$ cat config.mk
export PLATFORM = sky130hd
export DESIGN_NAME = i2c_eeprom_slave
export DESIGN_NICKNAME = d
export VERILOG_FILES = /design/src/rtl/eeslv_pkg.sv /design/src/rtl/eeslv_datapath.sv /design/src/rtl/eeslv_control.sv /design/src/rtl/i2c_eeprom_slave.sv
export SDC_FILE = /design/constraint.sdc
export NUM_CORES = 1
export LEC_CHECK = 0
export CAP_MARGIN = 0
export CORE_ASPECT_RATIO = 1.2
export CORE_MARGIN = 3
export CORE_UTILIZATION = 30
export DETAILED_ROUTE_END_ITERATION = 16
export SETUP_SLACK_MARGIN = 0.02
export SLEW_MARGIN = 30
export SYNTH_ARGS = -nofsm -noshare
export SYNTH_HDL_FRONTEND = slang
export SYNTH_SLANG_ARGS = --single-unit
$ cat constraint.sdc
create_clock -name clk -period 2.9 [get_ports clk]
set_clock_uncertainty 0.2 [all_clocks]
set_input_delay 0.29 -clock clk [delete_from_list [all_inputs] [get_ports clk]]
set_output_delay 0.29 -clock clk [all_outputs]
set_load 0.02 [all_outputs]
$ cat src/rtl/eeslv_pkg.sv
package eeslv_pkg;
  localparam int ADDR_W   = 13;
  localparam int PAGE_W   = 5;
  localparam int BYTE_W   = 8;
  localparam int STRAP_W  = 3;
  localparam int PREFIX_W = 4;

  // events seen on the bus, produced by the datapath
  typedef struct packed {
    logic start;
    logic stop;
    logic byteEnd;    // falling edge of the 8th clock of a frame
    logic frameEnd;   // falling edge of the 9th clock of a frame
    logic masterAck;  // SDA was low on the 9th rising edge
  } evt_t;

  // strobes from control to datapath
  typedef struct packed {
    logic ackByte;
    logic txMode;
    logic loadRd;
    logic ldHi;
    logic ldLo;
    logic wrByte;
  } strb_t;

  typedef enum logic [2:0] {
    ST_IDLE,
    ST_DEV,
    ST_AHI,
    ST_ALO,
    ST_WDAT,
    ST_RDAT,
    ST_WAIT
  } st_t;
endpackage

$ cat src/rtl/eeslv_datapath.sv
module eeslv_datapath
  import eeslv_pkg::*;
#(
  parameter int ADDR_BITS = ADDR_W,
  parameter int PAGE_BITS = PAGE_W
) (
  input  logic                 clk,
  input  logic                 rstN,
  input  logic                 scl,
  input  logic                 sda,
  input  strb_t                strb,
  input  logic [BYTE_W-1:0]    rdData,
  output evt_t                 evt,
  output logic [BYTE_W-1:0]    rxByte,
  output logic [ADDR_BITS-1:0] rdAddr,
  output logic                 sdaPull,
  output logic                 wrValid,
  output logic [ADDR_BITS-1:0] wrAddr,
  output logic [BYTE_W-1:0]    wrData
);
  localparam int HI_W = ADDR_BITS - BYTE_W;

  logic                 sclQ, sdaQ;
  logic [3:0]           bitCnt;
  logic [BYTE_W-1:0]    rxShift;
  logic [BYTE_W-1:0]    txShift;
  logic [ADDR_BITS-1:0] ptr;
  logic [HI_W-1:0]      hiStage;
  logic                 mAck;
  logic                 sclRise, sclFall, startC, stopC;

  // bus condition decode
  always_comb begin
    sclRise = scl & ~sclQ;
    sclFall = ~scl & sclQ;
    startC  = scl & sclQ & sdaQ & ~sda;
    stopC   = scl & sclQ & ~sdaQ & sda;
    evt.start     = startC;
    evt.stop      = stopC;
    evt.byteEnd   = sclFall && (bitCnt == 4'd8);
    evt.frameEnd  = sclFall && (bitCnt == 4'd9);
    evt.masterAck = mAck;
  end

  assign rxByte = rxShift;
  assign rdAddr = ptr;

  // bit framing, shifters and the SDA pull-down
  always_ff @(posedge clk) begin
    if (!rstN) begin
      sclQ    <= 1'b1;
      sdaQ    <= 1'b1;
      bitCnt  <= '0;
      rxShift <= '0;
      txShift <= '0;
      sdaPull <= 1'b0;
      mAck    <= 1'b0;
    end else begin
      sclQ <= scl;
      sdaQ <= sda;
      if (startC || stopC) begin
        bitCnt  <= '0;
        sdaPull <= 1'b0;
      end else begin
        if (sclRise && bitCnt < 4'd9) begin
          bitCnt <= bitCnt + 4'd1;
          if (bitCnt < 4'd8) rxShift <= {rxShift[BYTE_W-2:0], sda};
          if (bitCnt == 4'd8) mAck <= ~sda;
        end
        if (sclFall) begin
          if (bitCnt == 4'd8) begin
            sdaPull <= strb.ackByte;
          end else if (bitCnt == 4'd9) begin
            bitCnt <= '0;
            if (strb.loadRd) begin
              txShift <= rdData;
              sdaPull <= ~rdData[BYTE_W-1];
            end else begin
              sdaPull <= 1'b0;
            end
          end else if (strb.txMode && bitCnt != 4'd0) begin
            txShift <= {txShift[BYTE_W-2:0], 1'b0};
            sdaPull <= ~txShift[BYTE_W-2];
          end
        end
      end
    end
  end

  // word pointer and write strobe
  always_ff @(posedge clk) begin
    if (!rstN) begin
      ptr     <= '0;
      hiStage <= '0;
      wrValid <= 1'b0;
      wrAddr  <= '0;
      wrData  <= '0;
    end else begin
      wrValid <= 1'b0;
      if (strb.ldHi) hiStage <= rxShift[HI_W-1:0];
      if (strb.ldLo) ptr <= {hiStage, rxShift};
      if (strb.wrByte) begin
        wrValid <= 1'b1;
        wrAddr  <= ptr;
        wrData  <= rxShift;
        ptr[PAGE_BITS-1:0] <= ptr[PAGE_BITS-1:0] + 1'b1;
      end
      if (strb.loadRd) ptr <= ptr + 1'b1;
    end
  end
endmodule

$ cat src/rtl/eeslv_control.sv
module eeslv_control
  import eeslv_pkg::*;
#(
  parameter logic [PREFIX_W-1:0] DEV_PREFIX = 4'b1010
) (
  input  logic               clk,
  input  logic               rstN,
  input  evt_t               evt,
  input  logic [BYTE_W-1:0]  rxByte,
  input  logic [STRAP_W-1:0] strap,
  input  logic               wrBusy,
  output strb_t              strb,
  output logic               commitReq
);
  st_t  state;
  logic wrote;
  logic firstRd;
  logic selMatch;

  assign selMatch = (rxByte[BYTE_W-1 -: PREFIX_W] == DEV_PREFIX) &&
                    (rxByte[STRAP_W:1] == strap) && !wrBusy;

  always_comb begin
    strb        = '0;
    strb.txMode = (state == ST_RDAT);
    if (evt.byteEnd) begin
      unique case (state)
        ST_DEV:  strb.ackByte = selMatch;
        ST_AHI:  begin strb.ackByte = 1'b1; strb.ldHi = 1'b1; end
        ST_ALO:  begin strb.ackByte = 1'b1; strb.ldLo = 1'b1; end
        ST_WDAT: begin strb.ackByte = 1'b1; strb.wrByte = 1'b1; end
        default: ;
      endcase
    end
    if (evt.frameEnd && state == ST_RDAT && (firstRd || evt.masterAck))
      strb.loadRd = 1'b1;
  end

  always_ff @(posedge clk) begin
    if (!rstN) begin
      state     <= ST_IDLE;
      wrote     <= 1'b0;
      firstRd   <= 1'b0;
      commitReq <= 1'b0;
    end else begin
      commitReq <= 1'b0;
      if (evt.start) begin
        state   <= ST_DEV;
        wrote   <= 1'b0;
        firstRd <= 1'b0;
      end else if (evt.stop) begin
        if (state == ST_WDAT && wrote) commitReq <= 1'b1;
        state <= ST_IDLE;
        wrote <= 1'b0;
      end else if (evt.byteEnd) begin
        unique case (state)
          ST_DEV: begin
            if (!selMatch)      state <= ST_IDLE;
            else if (rxByte[0]) begin state <= ST_RDAT; firstRd <= 1'b1; end
            else                state <= ST_AHI;
          end
          ST_AHI:  state <= ST_ALO;
          ST_ALO:  state <= ST_WDAT;
          ST_WDAT: wrote <= 1'b1;
          default: ;
        endcase
      end else if (evt.frameEnd && state == ST_RDAT) begin
        firstRd <= 1'b0;
        if (!(firstRd || evt.masterAck)) state <= ST_WAIT;
      end
    end
  end
endmodule

$ cat src/rtl/i2c_eeprom_slave.sv
module i2c_eeprom_slave
  import eeslv_pkg::*;
#(
  parameter int                  ADDR_BITS  = ADDR_W,
  parameter int                  PAGE_BITS  = PAGE_W,
  parameter logic [PREFIX_W-1:0] DEV_PREFIX = 4'b1010
) (
  input  logic                 clk,
  input  logic                 rstN,
  input  logic                 scl,
  input  logic                 sda,
  input  logic [STRAP_W-1:0]   strap,
  input  logic                 wrBusy,
  input  logic [BYTE_W-1:0]    rdData,
  output logic [ADDR_BITS-1:0] rdAddr,
  output logic                 sdaPull,
  output logic                 wrValid,
  output logic [ADDR_BITS-1:0] wrAddr,
  output logic [BYTE_W-1:0]    wrData,
  output logic                 commitReq
);
  evt_t              evt;
  strb_t             strb;
  logic [BYTE_W-1:0] rxByte;

  eeslv_datapath #(.ADDR_BITS(ADDR_BITS), .PAGE_BITS(PAGE_BITS)) u_dp (
    .clk(clk), .rstN(rstN), .scl(scl), .sda(sda), .strb(strb),
    .rdData(rdData), .evt(evt), .rxByte(rxByte), .rdAddr(rdAddr),
    .sdaPull(sdaPull), .wrValid(wrValid), .wrAddr(wrAddr), .wrData(wrData)
  );

  eeslv_control #(.DEV_PREFIX(DEV_PREFIX)) u_ctl (
    .clk(clk), .rstN(rstN), .evt(evt), .rxByte(rxByte), .strap(strap),
    .wrBusy(wrBusy), .strb(strb), .commitReq(commitReq)
  );
endmodule

==> results.json <==
{
  "grt_usage_pct": 14.0,
  "clockBufferDepth": 2,
  "synthCells": 379,
  "portBuffers": 52,
  "rows": 42,
  "final-max-slew-violation-count": 0,
  "drc": 0,
  "nets": 445,
  "io_pins": 53,
  "cp-start-kind": "flop",
  "tns_ns": 0,
  "ys_warn_count": 0,
  "tightest_slew_ns": 0.715,
  "cts_tree": "yes",
  "grt_max_degree": 54,
  "vias": 3014,
  "rsz0062_at_grt": "no",
  "antenna_found_initial": 0,
  "crit_fanout": 13,
  "clock_latency_ns": 0.33,
  "seq_area_um2": 1380,
  "firstDrtPassIters": 4,
  "yosysUniqueCellTypes": 66,
  "syn-cell-area_um2": 3430,
  "yosysSeqAreaShare_pct": 40.3,
  "clock-sinks": 69,
  "drive_gt1_share_pct": 8.60,
  "drv_cap": 0,
  "synthesis.nets": 399,
  "synth_edf_count": 0,
  "p_leak_uw": 0.00161,
  "grt_pass1_vias": 2803,
  "finalCritPeriodShare_pct": 83.0,
  "synthArstFlopShare_pct": 0,
  "ys.flop_type": "dfxtp_1",
  "ys_ff_latch": 69,
  "yosysMostFrequentCell": "dfxtp_1",
  "first_iter_violations": 122,
  "finalSetupViolations": 0,
  "viasPerCell": 5.16,
  "areaGrowthSynthToFinish_pct": 27.5,
  "placedCellCount": 568,
  "yosysTopAreaCellShare_pct": 40.3,
  "fin_cells": 584,
  "die_h_um": 123,
  "wl_mm": 8.88,
  "start_util_pct": 30.9,
  "worst_ep_required_time_ns": 2.90,
  "die_w_um": 104,
  "place_hpwl_mm": 6.42,
  "power_density_nw_per_um2": 496,
  "syn_area_per_cell_um2": 9.05,
  "maxSlewHeadroom_pct": 52.3,
  "overflow": 0,
  "grt_pass1_wl_mm": 14.4,
  "hold_class": "reg -> reg",
  "nFillCells": 1110,
  "fmax_ghz": 0.415,
  "cts_buffers": 9,
  "cts.clk_slew.worst_paths_ns": 0.06,
  "synth_top_cell_by_area": "dfxtp_1",
  "outcome": "completed",
  "postCtsSetupBuffers": 0,
  "coreArea_um2": 11100,
  "cp.arrival_ns": 2.40,
  "post_drt_wl_per_cell_um": 15.2,
  "fin_crit_ns": 2.41,
  "synthTopCellsByCount": "69 x dfxtp_1, 49 x nor2_1, 35 x mux2i_1",
  "yosys-top-cells-area": "dfxtp_1 40%, mux2i_1 10%, nor2_1 5.4%",
  "peakVddDrop_mv": 0.210,
  "drtAntennaViolNets": 0,
  "ctsResizeCount": 0,
  "end_kind": "flop",
  "gp_congestion": 0.841,
  "htree_levels": 3,
  "root_buffer": "clkbuf_16",
  "multi_input_area_um2": 1870,
  "diodes": 0,
  "die-area_um2": 12800,
  "final_area_um2": 4370,
  "placed_area_um2": 4060,
  "ctsHoldBuffers": 0,
  "path_class": "reg -> reg",
  "hold_violations": 0
}
==> power breakdown <==
part / leakage [uW] / switching [uW] / internal, uW
clock: 0.000148 / 414 / 712
sequential: 0.000556 / 8.78 / 952
combinational: 0.000902 / 47.1 / 36.4
total: 0.00161 / 470 / 1700
==> final timing paths <==
check / slack, ns / endpoint / depth (start not counted) / startpoint
worst min-delay path: 0.27 / u_ctl.commitReq$_SDFF_PP0_ / 2 / u_ctl.wrote$_SDFFE_PP0P_
worst max-delay path: 0.49 / u_dp.wrData[1]$_SDFFE_PN0P_ / 7 / u_dp.bitCnt[0]$_SDFF_PP0_
worst min register to register: 0.27 / u_ctl.commitReq$_SDFF_PP0_ / 2 / u_ctl.wrote$_SDFFE_PP0P_
worst max register to register: 0.49 / u_dp.wrData[1]$_SDFFE_PN0P_ / 7 / u_dp.bitCnt[0]$_SDFF_PP0_
==> metal layers <==
layer  vias to the layer above  global-route usage, %  wire (um)
li1                       1472                      -          -
met1                      1450                   16.9       3940
met2                        77                   23.9       4340
met3                        15                   3.19        361
met4                         0                   6.90        232
met5                         -                      0          0
==> stage by stage <==
stage,utilization (%),total power (uW),hold WS (ns),worst slack [ns]
floorplan,-,1020,0.191,0.769
global placement,36.6,1060,0.255,0.462
detailed placement,36.6,1070,0.266,0.413
CTS,39.4,2200,0.274,0.487
global route,39.4,2250,0.302,0.336
finish,39.4,2170,0.267,0.492
==> cells in the final DEF (no fill, tap or decap), drive strengths merged, types with 5 or more instances in the layout <==
master / synthesis / final
o21ai: 15 / 15
nand2: 17 / 17
mux2i: 35 / 35
clkbuf: 12 / 11
a211oi: 9 / 9
a31oi: 6 / 6
a32oi: 5 / 5
a21oi: 17 / 17
buf: 12 / 7
inv: 12 / 12
nand3: 13 / 13
nor2: 49 / 49
dfxtp: 69 / 69
nor3: 12 / 12
clkdlybuf4s50: 0 / 52
nand4: 5 / 5
nand2b: 12 / 12
==> final cells by class <==
class	count	area share (%)
clock inverters	5	1.35
well taps	154	4.41
multi-input cells	274	42.7
clock buffers	11	5.78
repair buffers	59	13.1
inverters	12	1.03
flip-flops and latches	69	31.6
==> critical path, cell delays in order, from the launching register on <==
cell	delay (ns)
dfxtp_1	0.35
inv_1	0.07
ha_1	0.41
nand3b_4	0.20
or4_1	0.56
buf_4	0.23
mux2i_1	0.18
nor2_1	0.06
==> registers in the layout, summed over array words and instances, names as in the netlist <==
| name | flops |
|---|---|
| u_dp.wrAddr | 13 |
| u_dp.sdaPull | 1 |
| u_dp.rxByte | 8 |
| u_dp.rdAddr | 13 |
| u_ctl.state | 3 |
| u_ctl.commitReq | 1 |
| u_ctl.wrote | 1 |
| u_dp.wrData | 8 |
| u_dp.hiStage | 5 |
| u_dp.wrValid | 1 |
| u_dp.bitCnt | 4 |
| u_ctl.firstRd | 1 |
| u_dp.sdaQ | 1 |
| u_dp.sclQ | 1 |
| u_dp.txShift | 7 |
| u_dp.mAck | 1 |
==> logic make-up after synthesis <==
| kind of cell | Yosys count | synth area share, % |
|---|---|---|
| compound gates | 84 | 17.3 |
| xor+xnor | 6 | 1.53 |
| fa+ha+maj | 4 | 1.46 |
| buf+inv | 36 | 5.25 |
| flops | 69 | 40.3 |
| mux | 36 | 10.5 |
| simple gates | 144 | 23.6 |
Note: power is estimated with default switching activity, not from simulation.
